### src/rtl/exc_pkg.sv
package exc_pkg;
  localparam int CAUSE_W = 3;

  typedef enum logic [CAUSE_W-1:0] {
    EXC_OVF     = 3'd0,
    EXC_DIV0    = 3'd1,
    EXC_PARITY  = 3'd2,
    EXC_SYSCALL = 3'd3,
    EXC_BADADDR = 3'd4
  } exc_cause_e;
endpackage

### src/rtl/exc_arbiter.sv
module exc_arbiter
  import exc_pkg::*;
#(
  parameter int NREQ  = 4,
  parameter int XLEN  = 32,
  localparam int STG_W = $clog2(NREQ)
) (
  input  logic [NREQ-1:0]         vld_i,
  input  logic [NREQ*CAUSE_W-1:0] cause_i,
  input  logic [NREQ*XLEN-1:0]    pc_i,
  output logic                    any_o,
  output logic [STG_W-1:0]        idx_o,
  output logic [CAUSE_W-1:0]      cause_o,
  output logic [XLEN-1:0]         pc_o
);
  // Scan from youngest to oldest; a later (deeper) hit overrides.
  always_comb begin
    any_o   = 1'b0;
    idx_o   = '0;
    cause_o = '0;
    pc_o    = '0;
    for (int i = 0; i < NREQ; i++) begin
      if (vld_i[i]) begin
        any_o   = 1'b1;
        idx_o   = STG_W'(i);
        cause_o = cause_i[i*CAUSE_W +: CAUSE_W];
        pc_o    = pc_i[i*XLEN +: XLEN];
      end
    end
  end
endmodule

### src/rtl/exc_flush_gen.sv
module exc_flush_gen #(
  parameter int NREQ  = 4,
  localparam int STG_W = $clog2(NREQ)
) (
  input  logic             take_i,
  input  logic [STG_W-1:0] idx_i,
  output logic [NREQ-1:0]  flush_o
);
  // Faulting stage and everything younger (lower index) are squashed.
  for (genvar g = 0; g < NREQ; g++) begin : g_stage
    assign flush_o[g] = take_i && (idx_i >= STG_W'(g));
  end
endmodule

### src/rtl/exc_ctrl.sv
module exc_ctrl
  import exc_pkg::*;
#(
  parameter int          NREQ        = 4,
  parameter int          XLEN        = 32,
  parameter logic [31:0] HANDLER_VEC = 32'h4000_0040,
  localparam int         STG_W       = $clog2(NREQ)
) (
  input  logic                    clk,
  input  logic                    rst,
  input  logic [NREQ-1:0]         req_vld_i,
  input  logic [NREQ*CAUSE_W-1:0] req_cause_i,
  input  logic [NREQ*XLEN-1:0]    req_pc_i,
  input  logic                    eret_i,
  output logic [NREQ-1:0]         flush_o,
  output logic [XLEN-1:0]         epc_o,
  output logic [CAUSE_W-1:0]      cause_o,
  output logic                    redir_vld_o,
  output logic [XLEN-1:0]         redir_pc_o
);
  logic               any_req;
  logic [STG_W-1:0]   win_idx;
  logic [CAUSE_W-1:0] win_cause;
  logic [XLEN-1:0]    win_pc;
  logic               mask_q;
  logic               take;

  exc_arbiter #(.NREQ(NREQ), .XLEN(XLEN)) u_arb (
    .vld_i   (req_vld_i),
    .cause_i (req_cause_i),
    .pc_i    (req_pc_i),
    .any_o   (any_req),
    .idx_o   (win_idx),
    .cause_o (win_cause),
    .pc_o    (win_pc)
  );

  assign take = any_req && !mask_q;

  exc_flush_gen #(.NREQ(NREQ)) u_flush (
    .take_i  (take),
    .idx_i   (win_idx),
    .flush_o (flush_o)
  );

  always_ff @(posedge clk) begin
    if (rst) begin
      epc_o       <= '0;
      cause_o     <= '0;
      mask_q      <= 1'b0;
      redir_vld_o <= 1'b0;
      redir_pc_o  <= '0;
    end else begin
      redir_vld_o <= 1'b0;
      if (take) begin
        epc_o       <= win_pc + XLEN'(4);
        cause_o     <= win_cause;
        mask_q      <= 1'b1;
        redir_vld_o <= 1'b1;
        redir_pc_o  <= XLEN'(HANDLER_VEC);
      end else if (eret_i && mask_q) begin
        mask_q      <= 1'b0;
        redir_vld_o <= 1'b1;
        redir_pc_o  <= epc_o;
      end
    end
  end
endmodule

### config.mk
export PLATFORM = sky130hd
export DESIGN_NAME = exc_ctrl
export DESIGN_NICKNAME = d
export VERILOG_FILES = /design/src/rtl/exc_pkg.sv /design/src/rtl/exc_arbiter.sv /design/src/rtl/exc_flush_gen.sv /design/src/rtl/exc_ctrl.sv
export SDC_FILE = /design/constraint.sdc
export NUM_CORES = 1
export LEC_CHECK = 0
export ABC_AREA = 0
export CAP_MARGIN = 40
export CORE_MARGIN = 2
export CORE_UTILIZATION = 29
export CTS_CLUSTER_SIZE = 10
export DETAILED_ROUTE_END_ITERATION = 8
export DONT_BUFFER_PORTS = 1
export PLACE_DENSITY = 0.42
export SYNTH_ARGS = -nofsm -noshare
export SYNTH_HDL_FRONTEND = slang
export SYNTH_HIERARCHICAL = 1
export SYNTH_SLANG_ARGS = --single-unit
### constraint.sdc
create_clock -name clk -period 2.8 [get_ports clk]
set_clock_uncertainty 0.2 [all_clocks]
set_input_delay 0.28 -clock clk [delete_from_list [all_inputs] [get_ports clk]]
set_output_delay 0.28 -clock clk [all_outputs]
set_load 0.02 [all_outputs]
After elaboration in Yosys (flattened, before gate mapping)

Index checks and enable logic that the tools add are counted.
W data, S select, Z words.

ROM bits: 0
Memories kept: 0
Output and inout port bits: 72
Register bits after elaboration: 69
Bits in latches: 0
Bits in writable memories: 0
Bits of input ports: 147

Multipliers: 0
Muxes and demuxes: 21
Reduce and logical (&&, ||, !) cells: 9
Equal/unequal tests: 0
Shift operators: 0
Div/mod/pow operators: 0
Bitwise gates (word level): 0
Add/sub/neg operators: 1
Magnitude comparators: 4

Operator list:

| operator                | count |
|---|---|
| $mux W32                | 4 |
| $mux W31                | 2 |
| $add A32 B3 Y32 const B | 1 |
| $mux W3                 | 4 |
| $mux W1                 | 9 |
| $logic_and A1 B1 Y1     | 6 |
| $ge A2 B1 Y1 const B    | 2 |
| $ge A2 B2 Y1 const B    | 2 |
| $mux W2                 | 2 |
| $reduce_bool A2 Y1      | 1 |
| $reduce_or A2 Y1        | 1 |
| $logic_not A1 Y1        | 1 |

Longest topological paths before layout

Word-level depth: 6
Depth in mapped cells: 10

Modules after synthesis

The synthesis kept the hierarchy.

By module, submodules not included:

| module        | instances | cells an instance | area an instance (µm²) | seq. area each (µm²) |
|---|---|---|---|---|
| exc_ctrl      | 1         | 376               | 3069.2                 | 1381.3 |
| exc_arbiter   | 1         | 164               | 989.7                  | 0.0 |
| exc_flush_gen | 1         | 4                 | 28.8                   | 0.0 |

Worst setup path after synthesis

Ideal clock, no wire load.

Path type: input -> register
From: input port req_vld_i[2]
To: register epc_o[21]
Data arrival time: 2.725 ns
Cell stages on the path: 9
Slack: -0.216 ns
Required time: 2.509 ns
Path buffers: 2
Cells stage by stage: and2b_1 buf_2 buf_2 a221oi_1 o21ai_0 nand4_4 or4_4 or3_1 a311oi_1

Longest elaborated chain between the ends: 3
Elaborated cells between the ends (all ways): 6
Classes of those cells: add/sub: 1; mux: 4; reduce/logical: 1

RTL lines:

| element                | line              | source |
|---|---|---|
| start, declared        | exc_ctrl.sv:11    | `input logic [NREQ-1:0] req_vld_i,` |
| $mux W32 (2 in series) | exc_arbiter.sv:23 | `if (vld_i[i]) begin` |
| net win_pc[4]          | exc_ctrl.sv:24    | `logic [XLEN-1:0] win_pc;` |
| $add A32 B3 Y32        | exc_ctrl.sv:56    | `epc_o <= win_pc + XLEN'(4);` |
| end signal, assigned   | exc_ctrl.sv:56    |  |
| end, declared          | exc_ctrl.sv:16    | `output logic [XLEN-1:0] epc_o,` |

The timed path passes the listed nets, and every way through them passes these cells.
A chain may end at the register's enable or synchronous reset.

Final worst setup path

From: input port req_vld_i[2]
To: register epc_o[31]

The elaborated chain is that of the path after synthesis.

==> metrics.md <==
| Metric | Value |
|---|---|
| Yosys reg bits | `69` |
| Core Area | `0.0138 sq mm` |
| Max Clock Freq | `approximately 400 MHz` |
| Area Overhead vs Synth | `15.3%` |
| Wire per inst | `19.5 microns` |
| Most frequent cells in the layout | `nand2_1 (122), dfxtp_1 (69), a21oi_1 (39)` |
| Slew margin rel. | `53.0%` |
| Hold_buf cts | `2` |
| Die W | `123 microns` |
| Clock buffer depth | `2` |
| Final nets | `698` |
| Setup TNS | `0 ns` |
| Post-CTS resize count | `0` |
| Vias per cell | `5.37` |
| Worst setup margin | `0.299 ns` |
| CP Data Required Time | `~2.8 ns` |
| Hold Fails Final Rpt | `0` |
| Initial drt markers | `244` |
| # port buffers | `0` |
| Post-synth design cell area | `0.00409 sq mm` |
| Number of H-tree levels | `3` |
| Post-synth cell types | `57` |
| Commonest non-fill, non-tap cell in the layout | `nand2_1` |
| Vias in the first global route | `3719` |
| Pre-CTS WS | `0.0186 ns` |
| Worst IR Drop VDD | `0.000270 V` |
| Least-Margin Pin Slew | `0.697 ns` |
| Share of layout cells above drive strength 1 | `13.7%` |
| First-pass GRT wire length | `21.5 mm` |
| Max_cap viols | `0` |
| RePlAce Congestion | `0.821` |
| GRT overflow | `0` |
| Crit share post-route | `89.3%` |
| Worst setup SP type | `input pin` |
| Largest net degree at the start of global routing | `between 70 and 80` |
| Routed Antenna Nets | `0` |
| CTS tree | `built` |
| Worst-path fanout max | `38` |
| RSZ-0062 raised after global routing | `no` |
| Final Max Tran Viols | `0` |
| Critical Path End Type | `flip-flop` |
| Row count | `43` |
| Syn_area_per_cell | `between 7 and 8 sq um` |
| Clock Latency Late Sink | `0.33 ns` |
| Main synth FF type | `dfxtp_1` |
| 1st-pass router iterations | `5` |
| Cells after Synth | `544` |
| Post-CTS Setup Bufs | `0` |
| Synth warn | `6` |
| Hold Path Class | `input pin to flip-flop` |
| Status | `finished clean` |
| Total Power | `2.71 mW` |
| IO Count | `219` |
| Worst EP arrival | `2.53 ns` |
| Initial Util | `between 20% and 30%` |
| Vias | `approximately 4000` |
| DRC viols | `0` |
| Num CTS Buffers | `9` |
| Min cycle time layout | `2.50 ns` |
| Routed WL | `14.3 mm` |
| TritonCTS sink count | `69` |
| N_diodes | `0` |
| Initial antenna violation count | `0` |
| Seq/Total Area, Yosys | `33.8%` |
| Root Buffer | `clkbuf_16` |
| Leak Pwr | `approximately 1.6 nW` |
| FILL cells | `approximately 1500` |
| Util after Layout | `34.1%` |
| Worst-path clk slew | `0.06 ns` |
| Asr flop ratio synth | `0%` |
| GRT Overall Usage | `18.7%` |
| Placed Area | `0.00441 sq mm` |
| Die Height | `123 microns` |
| Mapped Nets | `~700` |
| HPWL after detailed placement | `11.2 mm` |
| EDFF count, synth | `0` |
| Setup Crit Path Kind | `input pin to flip-flop` |
| Full die area | `0.0151 sq mm` |
| R2R Setup Slk | `about 0.6 ns` |
| Post-route cell area | `0.00471 sq mm` |
| Setup violators final | `0` |
| Cell Pwr Density | `574 mW/mm^2` |
-- critical path, stage by stage --
cell and delay [ns]:
and2b_1 0.27, buf_12 0.19, a221oi_1 0.09, o21ai_0 0.58, nand3_1 0.22, nor4_1 0.36
buf_4 0.18, a21oi_1 0.06, a211o_1 0.27
-- final timing paths --
path,from,endpoint,cells past startpoint
worst max-delay path,req_vld_i[2],epc_o[31],9
worst min-delay path,rst,epc_o[23],2
worst max register to register,mask_q,cause_o[0],6
worst min register to register,redir_pc_o[16],redir_pc_o[16],2
-- through the flow --
| stage | hold slack [ns] | cells |
|---|---|---|
| 6_report | 0.0256 | 735 |
| 5_1_grt | 0.0308 | 735 |
| 4_1_cts | 0.0138 | 735 |
| 3_5_place_dp | 0.161 | 717 |
| 3_3_place_gp | 0.156 | 716 |
| 2_1_floorplan | 0.297 | 544 |
-- area by class of cell --
| class | instances | area [sq um] | area share (%) |
|---|---|---|---|
| clock buffers | 9 | 225 | 4.78 |
| clock inverters | 7 | 50.0 | 1.06 |
| inverters | 7 | 26.3 | 0.558 |
| multi-input cells | 425 | 2480 | 52.7 |
| flip-flops and latches | 69 | 1380 | 29.3 |
| well taps | 180 | 225 | 4.78 |
| repair buffers | 38 | 323 | 6.85 |
-- per-layer routing --
layer	up-vias	global-route usage, %	wire length (microns)	part of all wire (%)
li1	1978	-	-	-
met1	1785	27.1	6840	48
met2	175	26.9	6230	43
met3	12	4.60	1030	7.2
met4	0	6.11	227	1.6
met5	-	0	0	0
-- state kept, by name, indices dropped and copies added, names as in the netlist --
signal and cells:
epc_o 32, redir_pc_o 32, cause_o 3, mask_q 1, redir_vld_o 1
-- cell families after synthesis --
family | Yosys count | share of synthesized area [%]
simple gates | 261 | 32.1
compound gates | 149 | 24.1
flops | 69 | 33.8
buf+inv | 50 | 6.61
xor+xnor | 12 | 2.57
mux | 2 | 0.490
fa+ha+maj | 1 | 0.306
-- synth_stat cells (all sizes together) (11+ instances only) --
| master | n | area, sq um |
|---|---|---|
| a211oi | 15 | 113 |
| a21oi | 39 | 195 |
| a221oi | 35 | 307 |
| buf | 17 | 126 |
| clkbuf | 26 | 118 |
| dfxtp | 69 | 1380 |
| nand2 | 122 | 458 |
| nand3 | 11 | 60.1 |
| nor2 | 29 | 109 |
| nor2b | 35 | 219 |
| nor3 | 12 | 60.1 |
| nor4 | 12 | 87.6 |
| o21ai | 38 | 190 |
-- power breakdown --
group	total (mW)	switching [mW]	internal (mW)	leakage (nW)
clock network	1.06	0.460	0.602	0.128
logic	0.447	0.263	0.184	0.881
registers	1.20	0.151	1.05	0.567
(Power assumes the default switching activity.)
